`src/rtl/rdseq_pkg.sv`:
```
package rdseq_pkg;
    typedef enum logic [1:0] {
        CMD_NOP   = 2'd0,
        CMD_READ  = 2'd1,
        CMD_STOP  = 2'd2,
        CMD_WRITE = 2'd3
    } cmd_e;

    typedef enum logic [1:0] {
        TAG_NONE = 2'd0,
        TAG_READ = 2'd1,
        TAG_STOP = 2'd2
    } tag_e;
endpackage

```
`src/rtl/rdseq_lat_pipe.sv`:
```
module rdseq_lat_pipe
    import rdseq_pkg::*;
#(
    parameter int BANK_W = 2,
    parameter int COL_W  = 10,
    parameter int MIN_CL = 2,
    parameter int MAX_CL = 3
) (
    input  logic              clk,
    input  logic              rst_n,
    input  logic [1:0]        cmd,
    input  logic [BANK_W-1:0] cmd_bank,
    input  logic [COL_W-1:0]  cmd_col,
    input  logic              cl_sel,
    output tag_e              arr_tag,
    output logic [BANK_W-1:0] arr_bank,
    output logic [COL_W-1:0]  arr_col
);
    localparam int IDX_W = (MAX_CL > 1) ? $clog2(MAX_CL) : 1;

    typedef struct packed {
        tag_e              tag;
        logic [BANK_W-1:0] bank;
        logic [COL_W-1:0]  col;
    } slot_t;

    typedef struct packed {
        slot_t [MAX_CL-1:0] slot;
    } pipe_t;

    pipe_t pipe_d, pipe_q;
    cmd_e  cmd_v;
    logic [IDX_W-1:0] arr_idx;

    assign cmd_v = cmd_e'(cmd);

    always_comb begin
        pipe_d = pipe_q;
        unique case (cmd_v)
            CMD_READ: pipe_d.slot[0].tag = TAG_READ;
            CMD_STOP: pipe_d.slot[0].tag = TAG_STOP;
            default:  pipe_d.slot[0].tag = TAG_NONE;
        endcase
        pipe_d.slot[0].bank = cmd_bank;
        pipe_d.slot[0].col  = cmd_col;
        for (int i = 1; i < MAX_CL; i++) begin
            pipe_d.slot[i] = pipe_q.slot[i-1];
        end
    end

    always_ff @(posedge clk) begin
        if (!rst_n) pipe_q <= '0;
        else        pipe_q <= pipe_d;
    end

    assign arr_idx  = IDX_W'(MIN_CL - 1) + IDX_W'(cl_sel);
    assign arr_tag  = pipe_q.slot[arr_idx].tag;
    assign arr_bank = pipe_q.slot[arr_idx].bank;
    assign arr_col  = pipe_q.slot[arr_idx].col;


    read_taken_chk: assert property (@(posedge clk) disable iff (!rst_n)
        (cmd == 2'd1) |=> (pipe_q.slot[0].tag == TAG_READ));

    generate
        for (genvar g = 1; g < MAX_CL; g++) begin : g_shift

            stage_shift_chk: assert property (@(posedge clk) disable iff (!rst_n)
                $past(rst_n) |-> (pipe_q.slot[g] == $past(pipe_q.slot[g-1])));
        end
    endgenerate
endmodule

```
`src/rtl/rdseq_burst.sv`:
```
module rdseq_burst
    import rdseq_pkg::*;
#(
    parameter int BANK_W = 2,
    parameter int COL_W  = 10,
    parameter int MAX_BL = 8
) (
    input  logic              clk,
    input  logic              rst_n,
    input  tag_e              arr_tag,
    input  logic [BANK_W-1:0] arr_bank,
    input  logic [COL_W-1:0]  arr_col,
    input  logic [1:0]        cfg_bl,
    output logic              active,
    output logic [BANK_W-1:0] bank,
    output logic [COL_W-1:0]  col0,
    output logic [COL_W-1:0]  col1
);
    localparam int KW = (MAX_BL > 2) ? $clog2(MAX_BL / 2) : 1;

    typedef struct packed {
        logic              active;
        logic [BANK_W-1:0] bank;
        logic [COL_W-1:0]  start;
        logic [KW-1:0]     k;
    } beng_t;

    beng_t s_d, s_q;
    logic [1:0]       code_c;
    logic [KW-1:0]    last_k;
    logic [COL_W-1:0] mask;
    logic [COL_W-1:0] off;

    assign code_c = (cfg_bl > 2'd2) ? 2'd2 : cfg_bl;
    assign last_k = KW'((1 << code_c) - 1);
    assign mask   = COL_W'((2 << code_c) - 1);

    always_comb begin
        s_d = s_q;
        if (arr_tag == TAG_READ) begin
            s_d.active = 1'b1;
            s_d.bank   = arr_bank;
            s_d.start  = arr_col;
            s_d.k      = '0;
        end else if (arr_tag == TAG_STOP) begin
            s_d.active = 1'b0;
        end else if (s_q.active) begin
            if (s_q.k == last_k) s_d.active = 1'b0;
            else                 s_d.k      = s_q.k + 1'b1;
        end
    end

    always_ff @(posedge clk) begin
        if (!rst_n) s_q <= '0;
        else        s_q <= s_d;
    end

    assign off    = COL_W'({s_q.k, 1'b0});
    assign active = s_q.active;
    assign bank   = s_q.bank;
    assign col0   = (s_q.start & ~mask) | ((s_q.start + off) & mask);
    assign col1   = (s_q.start & ~mask) | ((s_q.start + off + COL_W'(1)) & mask);


    stop_ends_chk: assert property (@(posedge clk) disable iff (!rst_n)
        (arr_tag == TAG_STOP) |=> !s_q.active);


    takeover_chk: assert property (@(posedge clk) disable iff (!rst_n)
        (arr_tag == TAG_READ) |=> (s_q.active && s_q.k == '0 && s_q.start == $past(arr_col)));


    beat_bound_chk: assert property (@(posedge clk) disable iff (!rst_n)
        s_q.active |-> (s_q.k <= last_k));
endmodule

```
`src/rtl/rd_burst_seq.sv`:
```
module rd_burst_seq
    import rdseq_pkg::*;
#(
    parameter int BANK_W = 2,
    parameter int COL_W  = 10,
    parameter int MIN_CL = 2,
    parameter int MAX_CL = 3,
    parameter int MAX_BL = 8
) (
    input  logic              clk,
    input  logic              rst_n,
    input  logic [1:0]        cmd,
    input  logic [BANK_W-1:0] cmd_bank,
    input  logic [COL_W-1:0]  cmd_col,
    input  logic [1:0]        cfg_bl,
    input  logic              cfg_cl,
    output logic              beat_valid,
    output logic [BANK_W-1:0] beat_bank,
    output logic [COL_W-1:0]  beat_col0,
    output logic [COL_W-1:0]  beat_col1,
    output logic              dq_oe,
    output logic              dqs_oe
);
    tag_e              arr_tag;
    logic [BANK_W-1:0] arr_bank;
    logic [COL_W-1:0]  arr_col;
    logic              drv_en;

    rdseq_lat_pipe #(
        .BANK_W(BANK_W), .COL_W(COL_W), .MIN_CL(MIN_CL), .MAX_CL(MAX_CL)
    ) u_pipe (
        .clk(clk), .rst_n(rst_n), .cmd(cmd), .cmd_bank(cmd_bank),
        .cmd_col(cmd_col), .cl_sel(cfg_cl), .arr_tag(arr_tag),
        .arr_bank(arr_bank), .arr_col(arr_col)
    );

    rdseq_burst #(
        .BANK_W(BANK_W), .COL_W(COL_W), .MAX_BL(MAX_BL)
    ) u_burst (
        .clk(clk), .rst_n(rst_n), .arr_tag(arr_tag), .arr_bank(arr_bank),
        .arr_col(arr_col), .cfg_bl(cfg_bl), .active(beat_valid),
        .bank(beat_bank), .col0(beat_col0), .col1(beat_col1)
    );

    // Preamble: a read at its latency point opens the drivers one clock early.
    assign drv_en = beat_valid | (arr_tag == TAG_READ);
    assign dq_oe  = drv_en;
    assign dqs_oe = drv_en;


    preamble_chk: assert property (@(posedge clk) disable iff (!rst_n)
        $rose(beat_valid) |-> $past(dq_oe));
endmodule

```
`config.mk`:
```
export PLATFORM = sky130hd
export DESIGN_NAME = rd_burst_seq
export DESIGN_NICKNAME = d
export VERILOG_FILES = /design/src/rtl/rdseq_pkg.sv /design/src/rtl/rdseq_lat_pipe.sv /design/src/rtl/rdseq_burst.sv /design/src/rtl/rd_burst_seq.sv
export SDC_FILE = /design/constraint.sdc
export NUM_CORES = 1
export LEC_CHECK = 0
export ABC_AREA = 1
export ABC_CLOCK_PERIOD_IN_PS = 2900
export BUFFER_PORTS_ARGS = -buffer_cell sky130_fd_sc_hd__buf_2
export CAP_MARGIN = 20
export CELL_PAD_IN_SITES_DETAIL_PLACEMENT = 1
export CELL_PAD_IN_SITES_GLOBAL_PLACEMENT = 1
export CORE_ASPECT_RATIO = 1.25
export CORE_MARGIN = 2
export CORE_UTILIZATION = 41
export CTS_CLUSTER_DIAMETER = 40
export DETAILED_ROUTE_END_ITERATION = 8
export HOLD_SLACK_MARGIN = 0.15
export PLACE_DENSITY_LB_ADDON = 0.1
export SYNTH_ARGS = -nofsm -noshare
export SYNTH_HDL_FRONTEND = slang
export SYNTH_HIERARCHICAL = 1
export SYNTH_SLANG_ARGS = --single-unit
```
`constraint.sdc`:
```
create_clock -name clk -period 2.9 [get_ports clk]
set_input_delay 0.435 -clock clk [delete_from_list [all_inputs] [get_ports clk]]
set_output_delay 0.435 -clock clk [all_outputs]
set_load 0.01 [all_outputs]
```
# [Yosys cells after proc, flatten, opt, wreduce, memory -nomap -nowiden]
# Index checks and enable logic that the tools add are counted.
# W data, S select, Z words.
[classes] n_addsub=6 n_lt_le_gt_ge=2 eq_ne=5 shift=2 n_mux=8 bitwise_logic=10 reduce_logical=2
[ops] op="$and A10 B10 Y10" count=3
[ops] op="$bmux W14 S2" count=1
[ops] op="$or A10 B10 Y10" count=2
[ops] op="$mux W14" count=1
[ops] op="$add A10 B1 Y10 const B" count=1
[ops] op="$add A10 B3 Y10" count=1
[ops] op="$not A10 Y10" count=1
[ops] op="$shl A2 B2 Y10 const A" count=1
[ops] op="$sub A10 B2 Y10 const B" count=1
[ops] op="$eq A2 B1 Y1 const B" count=2
[ops] op="$eq A2 B2 Y1 const B" count=2
[ops] op="$mux W1" count=4
[ops] op="$pmux W2 S2" count=1
[ops] op="$lt A2 B3 Y1 const B" count=1
[ops] op="$not A1 Y1" count=3
[ops] op="$reduce_and A3 Y1" count=1
[ops] op="$add A1 B1 Y2 const A" count=1
[ops] op="$add A2 B1 Y2 const B" count=1
[ops] op="$eq A2 B2 Y1" count=1
[ops] op="$gt A2 B2 Y1 const B" count=1
[ops] op="$mux W2" count=1
[ops] op="$reduce_or A2 Y1" count=1
[ops] op="$shl A1 B2 Y2 const A" count=1
[ops] op="$sub A2 B2 Y2 const B" count=1
[ops] op="$or A1 B1 Y1" count=1
[totals] ff_bits=57 in_bits=19 out_inout_bits=25 word_cells=48

# [Logic depth before layout (Yosys ltp)]
[logic_depth] ltp_word=9 depth_mapped=10 mapped_depth_nobuf=9

# [Cells and area by module]
# The synthesis kept the hierarchy.
[modules_own_cells] mod="rdseq_lat_pipe" n_inst=1 cells_per_inst=176 area_each_um2=1371.3 seq_area_each_um2=840.8
[modules_own_cells] mod="rdseq_burst" n_inst=1 cells_per_inst=113 area_each_um2=773.2 seq_area_each_um2=300.3
[modules_own_cells] mod="rd_burst_seq" n_inst=1 cells_per_inst=5 area_each_um2=22.5 seq_area_each_um2=0.0

# [Worst setup path before layout]
# Ideal clock, no wire load.
[synth_path] path_type="reg2out" start="register u_burst/s_q[3] (netlist name)" end="output beat_col1[2]" t_arrival_ns=1.330 required_time_ns=2.465 setup_slack_ns=1.135 path_stages_with_launch=7 n_path_buf=0 path_cell_list="dfxtp_1 ha_1 fa_1 nand2_1 nand2_1 nand2_1 o21ai_0"
[synth_via] elab_chain_len=4
[synth_lines] item="start: declaration" line="rdseq_burst.sv:28" rtl="beng_t s_d, s_q;"
[synth_lines] item="start signal: assignment" line="rdseq_burst.sv:54" rtl="if (!rst_n) s_q <= '0;"
[synth_lines] item="start signal: assignment" line="rdseq_burst.sv:55" rtl="else s_q <= s_d;"
[synth_lines] item="$add A10 B3 Y10" line="rdseq_burst.sv:62" rtl="assign col1 = (s_q.start & ~mask) | ((s_q.start + off + COL_W'(1)) & mask);"
[synth_lines] item="$add A10 B1 Y10" line="rdseq_burst.sv:62"
[synth_lines] item="$and A10 B10 Y10" line="rdseq_burst.sv:62"
[synth_lines] item="$or A10 B10 Y10" line="rdseq_burst.sv:62"
[synth_lines] item="end: declaration" line="rd_burst_seq.sv:20" rtl="output logic [COL_W-1:0] beat_col1,"
# Every way passes these cells.

# [Worst setup path in the final report]
[layout_path] start="register u_burst.s_q (netlist bit u_burst/off[1])" end="output beat_col1[2]"
# Same word-level chain as after synthesis.

==> run_results.csv <==
group,metric,value,unit
clock_tree,cts-resized-gates,0,
synthesis,seq_area_frac_synth,0.527,
clock_tree,clk_pin_slew_worst_paths,0.06,ns
grt,gr-total-overflow,0,
status,status,"completed",
floorplan,io_pins,44,
synthesis,ys_warn_count,6,
synthesis,syn_area_per_cell,7.37,µm²
synthesis,ys_seq_elements,57,
placed_design,portBuffers,43,
setup_path,reg2reg_depth,7,
clock_tree,clk_latency,0.32,ns
clock_tree,cts_made_buffers,9,
routing,wl_met2,1990,µm
placed_design,place_ws,1.08,ns
synthesis,synthFlopType,"dfxtp_1",
setup_path,critPathArrivalTime,1.71,ns
timing,layout_setup_ws,0.754,ns
power_and_ir_drop,p_total,1610,µW
setup_path,timing.rr.start,"u_pipe/pipe_d[40]$_SDFF_PN0_",
layout,post-route-util,0.492,
routing,routed.top_layer,"met4",
routing,firstDrtPassIters,4,
floorplan,start_util,0.427,
power_and_ir_drop,power_density,645,mW/mm²
layout,fillers,692,
synthesis,synth_nets,316,
clock_tree,cts-root-buf,"clkbuf_8",
layout,drive_above_1_share,0.196,
grt,grt_pass1_wl,6840,µm
timing,rsz0062_at_grt,"false",
setup_path,critPathCaptureType,"output pin",
timing,fin_skew,0.00705,ns
floorplan,core-area,0.00508,mm²
setup_path,startpoint_type,"register",
clock_tree,htreeDepth,3,
worst_hold_path,hp-class,"input port to register",
placed_design,dpl.hpwl,2850,µm
synthesis,syn_inst,294,
power_and_ir_drop,p_leak,0.00154,µW
timing,relSlewSlack,0.732,
timing,max_clock_freq,466,MHz
routing,via_count,1688,
synthesis,synth.most_common_cell,"nand2_1",
clock_tree,cts_tree,"done",
setup_path,critical_path_required,2.47,ns
floorplan,num_rows,29,
flow_run,cap_viol_max_count,0,
synthesis,synth_top_cell_by_area,"dfxtp_1",
floorplan,die_width,69.0,µm
grt,grt_max_degree,43,
placed_design,gp_congestion,0.801,
clock_tree,cts_buffer_depth,2,
timing,fin_setup_tns,0,ns
setup_path,r2r_slack,1.63,ns
synthesis,synth_top_area_frac,0.527,
setup_path,crit_path_end,"beat_col1[2]",
clock_tree,post_cts_buffers,0,
timing,timing.final.max_slew_violations,0,
synthesis,synth_area,0.00217,mm²
timing,post-route-min-period,2.15,ns
layout,final_nets,344,
floorplan,die_y,85.3,µm
setup_path,startpoint,"u_burst/off[1]$_SDFFE_PP0P_",
routing,routed_wl,3900,µm
synthesis,synth-edff-count,0,
layout,syn2layout_area_growth,15.3,%
grt,track_usage,0.148,
setup_path,cp_max_fo,4,
routing,post_drt_wl_per_cell,10.0,µm
power_and_ir_drop,peakVddDrop,0.335,mV
routing,met3_wirelength,217,µm
routing,drc_errors,0,
routing,drt-initial-drc-count,20,
routing,met1_length,1620,µm
layout,diodes,0,
timing,fin_crit_sh,0.740,
clock_tree,cts_hold_buf,0,
timing,hold_violations,0,
routing,ant_nets,0,
setup_path,critPathKind,"register to output pin",
synthesis,ys_top_cells_by_area,"dfxtp_1, nand2_1, inv_1",
synthesis,ys_top_cells_by_count,"nand2_1, dfxtp_1, inv_1, nor2_1, o21ai_0",
grt,antenna_found_initial,0,
timing,tightest_slew,0.402,ns
synthesis,synth_cell_types,18,
synthesis,synthArstFlopShare,0,
setup_path,rr_endpoint,"u_burst/s_q[2]$_SDFFE_PN0P_",
routing,vias_per_cell,4.34,
timing,setup_viol,0,
floorplan,dieArea,0.00589,mm²
clock_tree,clkSinkCount,57,
grt,grt_pass1_vias,1673,
[per-layer routing]
metal / track usage / vias up
met5: 0 / -
met3: 0.0475 / 6
met4: 0.0909 / 0
li1: - / 891
met2: 0.270 / 40
met1: 0.143 / 751
[through the flow]
stage / std cells / area, µm² / hold slack [ns]
floorplan: 294 / 2170 / 0.386
global placement: 373 / 2310 / 0.393
detailed placement: 373 / 2310 / 0.402
CTS: 389 / 2500 / 0.253
global route: 389 / 2500 / 0.262
finish: 389 / 2500 / 0.274
[kinds of logic after synthesis]
family	count (synthesis)	share of synthesized area
AND/OR/NAND/NOR	135	0.241
buffers and inverters	80	0.166
flip-flops	57	0.527
AO/OA/AOI/OAI	19	0.0456
adder cells (fa/ha/maj)	3	0.0208
[power breakdown]
| part | internal [µW] | switching, µW | leakage [µW] | total [µW] |
|---|---|---|---|---|
| Combinational | 36.7 | 59.1 | 0.000981 | 95.8 |
| Clock | 395 | 298 | 0.0000933 | 693 |
| Sequential | 812 | 11.6 | 0.000467 | 823 |
[cells in the final DEF (no fill, tap or decap), types with 9 or more instances in the layout]
cell type / instances
inv_1: 50
nor2_1: 28
o21ai_0: 15
clkbuf_8: 9
buf_2: 43
nand2_1: 103
dfxtp_1: 57
[critical path, cell delays in order, from the launching register on]
cell and delay (ns):
dfxtp_1 0.33, ha_1 0.20, fa_1 0.50, nand2_1 0.05, nand2_1 0.07, nand2_1 0.04
o21ai_0 0.05, buf_2 0.14
[worst min path at each step]
| stage | start | to | slack (ns) | depth (start not counted) |
|---|---|---|---|---|
| floorplan | u_pipe/pipe_d[26]$_SDFF_PN0_ | u_pipe/pipe_d[40]$_SDFF_PN0_ | 0.39 | 2 |
| global placement | u_pipe/pipe_d[14]$_SDFF_PN0_ | u_pipe/pipe_d[28]$_SDFF_PN0_ | 0.39 | 2 |
| detailed placement | u_pipe/pipe_d[21]$_SDFF_PN0_ | u_pipe/pipe_d[35]$_SDFF_PN0_ | 0.40 | 2 |
| CTS | cmd[0] | u_pipe/pipe_d[27]$_SDFF_PN0_ | 0.25 | 2 |
| global route | cmd[0] | u_pipe/pipe_d[27]$_SDFF_PN0_ | 0.26 | 2 |
| finish | cmd[0] | u_pipe/pipe_d[27]$_SDFF_PN0_ | 0.27 | 2 |
[registers in the layout, summed over array words and instances, names as in the netlist]
name / count
u_burst/active: 1
u_burst/bank: 2
u_burst/off: 2
u_burst/s_q: 10
u_pipe/pipe_d: 28
u_pipe/pipe_q: 14
[layout make-up]
type | count | area [µm²] | share of cell area
tap | 62 | 77.6 | 0.0310
inverter | 52 | 195 | 0.0781
sequential | 57 | 1140 | 0.457
clock buffer | 11 | 131 | 0.0526
clock inverter | 5 | 56.3 | 0.0225
multi-input combinational | 157 | 667 | 0.267
timing repair buffer | 45 | 230 | 0.0921
No activity file was read; power rests on OpenSTA's default activity.
